--- config.mk ---
export PLATFORM = sky130hd
export DESIGN_NAME = ring_out_arbiter
export DESIGN_NICKNAME = d
export VERILOG_FILES = /design/src/rtl/rol_pkg.sv /design/src/rtl/rol_select.sv /design/src/rtl/rol_owner.sv /design/src/rtl/rol_link_reg.sv /design/src/rtl/ring_out_arbiter.sv
export SDC_FILE = /design/constraint.sdc
export NUM_CORES = 1
export LEC_CHECK = 0
export CORE_MARGIN = 5
export CORE_UTILIZATION = 45
export DETAILED_ROUTE_END_ITERATION = 10
export DONT_BUFFER_PORTS = 1
export GPL_ROUTABILITY_DRIVEN = 0
export PLACE_DENSITY = 0.68
export SYNTH_ARGS = -nofsm -noshare
export SYNTH_HDL_FRONTEND = slang
export SYNTH_SLANG_ARGS = --single-unit
--- constraint.sdc ---
create_clock -name clk -period 5.2 [get_ports clk]
set_input_delay 1.04 -clock clk [delete_from_list [all_inputs] [get_ports clk]]
set_output_delay 1.04 -clock clk [all_outputs]
set_load 0.05 [all_outputs]
--- src/rtl/rol_pkg.sv ---
package rol_pkg;
   typedef enum logic [1:0] {
      SRC_NONE = 2'd0,
      SRC_BYP  = 2'd1,
      SRC_RSP  = 2'd2,
      SRC_REQ  = 2'd3
   } src_e;

   localparam int NUM_SRC = 3;
endpackage

--- src/rtl/rol_select.sv ---
module rol_select
   import rol_pkg::*;
(
   input  src_e owner,
   input  logic byp_v,
   input  logic rsp_v,
   input  logic req_v,
   output src_e pick
);
   always_comb begin
      if (owner != SRC_NONE)
         pick = owner;
      else if (byp_v)
         pick = SRC_BYP;
      else if (rsp_v)
         pick = SRC_RSP;
      else if (req_v)
         pick = SRC_REQ;
      else
         pick = SRC_NONE;
   end
endmodule

--- src/rtl/rol_owner.sv ---
module rol_owner
   import rol_pkg::*;
(
   input  logic clk,
   input  logic rst_n,
   input  src_e pick,
   input  logic fire,
   input  logic cont,
   output src_e owner
);
   always_ff @(posedge clk or negedge rst_n) begin
      if (!rst_n)
         owner <= SRC_NONE;
      else if (fire)
         owner <= cont ? pick : SRC_NONE;
   end
endmodule

--- src/rtl/rol_link_reg.sv ---
module rol_link_reg #(
   parameter int DATA_W = 16,
   parameter logic [DATA_W-1:0] IDLE_SYM = '0
) (
   input  logic              clk,
   input  logic              rst_n,
   input  logic              fire,
   input  logic [DATA_W-1:0] sym,
   input  logic              cont,
   output logic [DATA_W-1:0] link_data,
   output logic              link_cont
);
   always_ff @(posedge clk or negedge rst_n) begin
      if (!rst_n) begin
         link_data <= IDLE_SYM;
         link_cont <= 1'b0;
      end else if (fire) begin
         link_data <= sym;
         link_cont <= cont;
      end else begin
         link_data <= IDLE_SYM;
         link_cont <= 1'b0;
      end
   end
endmodule

--- src/rtl/ring_out_arbiter.sv ---
module ring_out_arbiter
   import rol_pkg::*;
#(
   parameter int DATA_W = 16,
   parameter logic [DATA_W-1:0] IDLE_SYM = '0
) (
   input  logic              clk,
   input  logic              rst_n,
   input  logic              byp_valid,
   input  logic [DATA_W-1:0] byp_data,
   input  logic              byp_cont,
   output logic              byp_pop,
   input  logic              rsp_valid,
   input  logic [DATA_W-1:0] rsp_data,
   input  logic              rsp_cont,
   output logic              rsp_pop,
   input  logic              req_valid,
   input  logic [DATA_W-1:0] req_data,
   input  logic              req_cont,
   output logic              req_pop,
   output logic [DATA_W-1:0] link_data,
   output logic              link_cont
);
   localparam int SEL_W = $clog2(NUM_SRC + 1);

   initial begin
      if (DATA_W < 8) $error("DATA_W must be at least 8");
      if (SEL_W != 2) $error("source encoding must fit two bits");
   end

   src_e owner;
   src_e pick;

   logic [NUM_SRC-1:0]             src_v;
   logic [NUM_SRC-1:0]             src_c;
   logic [NUM_SRC-1:0][DATA_W-1:0] src_d;
   logic [NUM_SRC-1:0]             pops;
   logic                           fire;
   logic [DATA_W-1:0]              fire_d;
   logic                           fire_c;

   assign src_v = {req_valid, rsp_valid, byp_valid};
   assign src_c = {req_cont,  rsp_cont,  byp_cont};
   assign src_d = {req_data,  rsp_data,  byp_data};

   rol_select u_select (
      .owner (owner),
      .byp_v (byp_valid),
      .rsp_v (rsp_valid),
      .req_v (req_valid),
      .pick  (pick)
   );

   for (genvar i = 0; i < NUM_SRC; i++) begin : g_pop
      assign pops[i] = (pick == src_e'(i + 1)) && src_v[i];
   end

   always_comb begin
      fire_d = IDLE_SYM;
      fire_c = 1'b0;
      for (int i = 0; i < NUM_SRC; i++) begin
         if (pops[i]) begin
            fire_d = src_d[i];
            fire_c = src_c[i];
         end
      end
   end

   assign fire    = |pops;
   assign byp_pop = pops[0];
   assign rsp_pop = pops[1];
   assign req_pop = pops[2];

   rol_owner u_owner (
      .clk   (clk),
      .rst_n (rst_n),
      .pick  (pick),
      .fire  (fire),
      .cont  (fire_c),
      .owner (owner)
   );

   rol_link_reg #(.DATA_W(DATA_W), .IDLE_SYM(IDLE_SYM)) u_link (
      .clk       (clk),
      .rst_n     (rst_n),
      .fire      (fire),
      .sym       (fire_d),
      .cont      (fire_c),
      .link_data (link_data),
      .link_cont (link_cont)
   );
endmodule

After elaboration in Yosys (flattened, before gate mapping)

Index checks and enable logic that the tools add are counted.

Bits in registers: 19
Input port bits: 56
Output and inout port bits: 20
Word-level logic and storage cells: 24

Eq/ne operators: 3
Muxes and demuxes: 13
Reduce and logical (&&, ||, !) cells: 5

Operator list:

| kind                                                                  | count |
|---|---|
| 16-bit 2-to-1 mux                                                     | 4 |
| 2-bit 2-to-1 mux                                                      | 5 |
| 2-bit equality test, second input constant                            | 2 |
| 1-bit 2-to-1 mux                                                      | 4 |
| 1-bit logical AND                                                     | 3 |
| 3-bit OR reduction                                                    | 1 |
| 2-bit by 1-bit equality test with 1-bit output, second input constant | 1 |
| 2-bit nonzero test                                                    | 1 |

Longest topological paths before layout

Depth after elaboration: 10
Gate-level depth with buffers: 5
Mapped depth without buffers: 4

By module

From an unflattened synthesis, not the netlist that was laid out.

Cells, all modules: 142
Area, all modules: 1,485.2 µm²

By module, submodules not included:

| module           | times used | cells each | area each (µm²) | seq. area each (µm²) |
|---|---|---|---|---|
| ring_out_arbiter | 1          | 94         | 817.0           | 0.0 |
| rol_link_reg     | 1          | 35         | 559.3           | 425.4 |
| rol_owner        | 1          | 8          | 77.6            | 50.0 |
| rol_select       | 1          | 5          | 31.3            | 0.0 |

Worst setup path before layout

OpenSTA, ideal clock, no wires.

Path kind: input to output
Start: input byp_valid
End: output rsp_pop
Arrival: 2.131 ns
Data required time: 4.160 ns
Setup slack: 2.029 ns
Stages on the path: 3
Path buffers: 1
Cell sequence: nor2b_1 nor2_1 clkbuf_1

Word-level cells in the longest chain between the ends: 4

RTL lines:

| what                | line                   | text |
|---|---|---|
| start: declaration  | ring_out_arbiter.sv:9  | `input logic byp_valid,` |
| 2-bit 2-to-1 mux    | rol_select.sv:13       | `else if (byp_v)` |
| 2-bit 2-to-1 mux    | rol_select.sv:11       | `if (owner != SRC_NONE)` |
| 2-bit equality test | ring_out_arbiter.sv:55 | `assign pops[i] = (pick == src_e'(i + 1)) && src_v[i];` |
| 1-bit logical AND   | ring_out_arbiter.sv:55 |  |
| end: declaration    | ring_out_arbiter.sv:16 | `output logic rsp_pop,` |

No other way between the ends.

Worst setup path after layout

Start: input rsp_valid
End: output req_pop

Word-level cells in the longest chain between the ends: 5

RTL lines:

| what                | line                   | text |
|---|---|---|
| start: declaration  | ring_out_arbiter.sv:13 | `input logic rsp_valid,` |
| 2-bit 2-to-1 mux    | rol_select.sv:15       | `else if (rsp_v)` |
| 2-bit 2-to-1 mux    | rol_select.sv:13       |  |
| 2-bit 2-to-1 mux    | rol_select.sv:11       |  |
| 2-bit equality test | ring_out_arbiter.sv:55 |  |
| 1-bit logical AND   | ring_out_arbiter.sv:55 |  |
| end: declaration    | ring_out_arbiter.sv:20 | `output logic req_pop,` |

No other way between the ends.

==> metrics.md <==
| Metric | Value |
|---|---|
| Status | finished clean |
| Largest net degree at the start of global routing | 22 |
| FF+latch count, synth | 19 |
| Core footprint | 1900 um^2 |
| Resized cells post-CTS | 0 |
| Io pins | 76 |
| Slew @ Worst Pin | about 800 ps |
| Combinational share of power | 22.0% |
| Die area | just under 3000 um^2 |
| Starting Density | a little under half |
| Hold Path Class | primary input to asynchronous set/reset pin |
| Fin Setup TNS | 0 ps |
| Worst skew pair latency | ~280 ps |
| NetSw | approximately 240 uW |
| CTS tree | done |
| Area delta synth->final | 6.91% |
| Top post-synthesis cells by area | dfrtp_1 (55%), a222oi_1 (18%), inv_1 (7.3%), a21boi_4 (2.2%), a21oi_1 (1.7%) |
| RSZ-0062 raised after global routing | no |
| Synthesized area | slightly below 900 um^2 |
| Slew HR | between 40% and 50% |
| # H-tree levels | 1 |
| Die H | about 54 um |
| Crit-path cells | or4_4 > a21boi_4 |
| Syn nets | roughly 130 |
| Worst Path Arrival | around 2200 ps |
| Fin nets | 137 |
| Total CTS buffers | 3 |
| Slowest-stage cell, CP | a21boi_4 |
| Via count | 695 |
| P_int | between 200 and 300 uW |
| Crit Path Max Fanout | 18 |
| First-pass GRT wire length | around 2.8 mm |
| WL per Instance | 19.1 um |
| CP Launch Type | primary input |
| FMAX | 305 MHz |
| Clock Skew | between 4 and 5 ps |
| Final Max Slew Viols | 0 |
| Most common cell after layout, fill and taps aside | dfrtp_1 |
| Placed inst area | between 900 and 1000 um^2 |
| Post-synth top area cell | dfrtp_1 |
| Vias in the first global route | around 600 |
| Gr ovfl total | 0 |
| Fin crit period | between 3000 and 4000 ps |
| Largest stage delay, worst path | about 660 ps |
| Buf+Inv Stages, Crit Path | 0 |
| Final setup viols | 0 |
| Post-synth top area share | a little over half |
| Final cycle utilization of the critical path | between 60% and 70% |
| Synth Instances | about 80 |
| Lkg Pwr | approximately 0.48 nW |
| First drt pass iteration count | 4 |
| CP top delay family | compound AO/OA/AOI/OAI gates |
| Worst vdd ir | 0.224 mV |
| Initial DRC count | 45 |
| Register area share after synthesis | 54.7% |
| Switch share | roughly half |
| Clock-pin slew on the worst setup and hold paths | around 100 ps |
| CTS root buf | clkbuf_4 |
| Critical path class | primary input to output port |
| Clock buffer depth | 2 |
| FP Rows | 16 |
| Final hold violation count | 0 |
| Routed vias/inst | 6.50 |
| DPL Wire Length | ~1.6 mm |
| Post-CTS Setup Repair Bufs | 0 |
| Syn Area/Cell | around 11 um^2 |
| Die X-Extent | between 50 and 60 um |
| Sequential power share | 63.9% |
| MaxCap Viol Count | 0 |
| Cts hold-fix bufs | 0 |
| # clock sinks | 19 |
| Most frequent cells in the layout | dfrtp_1 (19), inv_1 (17), a222oi_1 (16) |
| Routed wire length | slightly above 2 mm |
| Synth cell types | 22 |
| N_diodes | 0 |
| Initial antenna violation count | 0 |
| Share of post-route cells with drive strength above 1 | between 10% and 20% |
| Finished Cell Area | 930 um^2 |
| CP required | 4160 ps |
| Crit path capture type | output port |
| Detail Route Antenna Nets | 0 |
| Power density cells | around 540 nW/um^2 |
| Residual DRC | 0 |
| Clock group share of total power | 14.1% |
| GRT Util Overall | 13.6% |
| Port bufs | 0 |
| Number of synthesis warnings | 0 |
==> routing by layer <==
layer	share of wire, %	vias to the layer above	track usage, %	wire, um
li1	-	298	-	-
met4	0.93	0	6.38	19
met5	0	-	0	0
met3	16	2	5.26	337
met2	47	55	22.2	963
met1	35	340	15.4	725
==> synthesized netlist by cell type <==
master,instances
a222oi_1,16
and3_1,1
nand2_1,3
inv_1,17
nand2b_1,2
clkbuf_1,2
nor3_1,1
o32a_2,1
a22o_1,1
buf_2,1
and2_1,1
dfrtp_1,19
nor2b_1,1
a21oi_1,3
o22a_1,1
o21bai_1,1
buf_4,1
nor2_1,2
nor3b_1,1
or4_4,1
or2_2,1
a21boi_4,1
==> through the flow <==
step	power (mW)	instances	worst slack (ps)	hold WS, ps	util [%]
2_1_floorplan	0.410	78	2030	568	-
3_3_place_gp	0.430	103	1930	611	47.5
3_5_place_dp	0.435	103	1910	644	47.5
4_1_cts	0.507	107	1920	422	48.9
5_1_grt	0.529	107	1880	400	48.9
6_report	0.499	107	1920	435	48.9
==> cell type report <==
| type | instances | area, um^2 |
|---|---|---|
| timing repair buffer | 2 | 15.0 |
| fill | 179 | 972 |
| inverter | 17 | 63.8 |
| tap | 27 | 33.8 |
| clock buffer | 4 | 26.3 |
| multi-input combinational | 38 | 315 |
| sequential | 19 | 475 |
==> power groups by stage <==
stage                     Clock, mW  Sequential (mW)  Combinational [mW]
final                        0.0702            0.319               0.110
after detailed placement          0            0.323               0.112
after global placement            0            0.322               0.108
after global routing         0.0812            0.325               0.123
after CTS                    0.0752            0.320               0.111
after floorplan                   0            0.315              0.0947
==> final timing paths <==
check	startpoint	endpoint	slack (ps)	cells after the start
min in group clk	u_owner.owner[0]$_DFFE_PN0P_	u_owner.owner[0]$_DFFE_PN0P_	670	1
hold / removal	rst_n	u_link.link_data[11]$_DFF_PN0_	430	0
setup reg to reg	u_owner.owner[1]$_DFFE_PN0P_	u_owner.owner[0]$_DFFE_PN0P_	3020	4
max in group asynchronous	rst_n	u_link.link_cont$_DFF_PN0_	4690	0
hold reg to reg	u_owner.owner[0]$_DFFE_PN0P_	u_owner.owner[0]$_DFFE_PN0P_	670	1
setup / recovery	rsp_valid	req_pop	1920	2
==> flip-flops by register name (all words and copies together), names as in the netlist <==
signal / count
u_link.link_cont: 1
u_link.link_data: 16
u_owner.owner: 2
==> logic make-up after synthesis <==
group / count (synthesis) / synth area share (%)
buf+inv: 21 / 9.64
compound gates: 24 / 26.5
flops: 19 / 54.7
simple gates: 14 / 9.21
No activity file was read; power rests on OpenSTA's default activity.
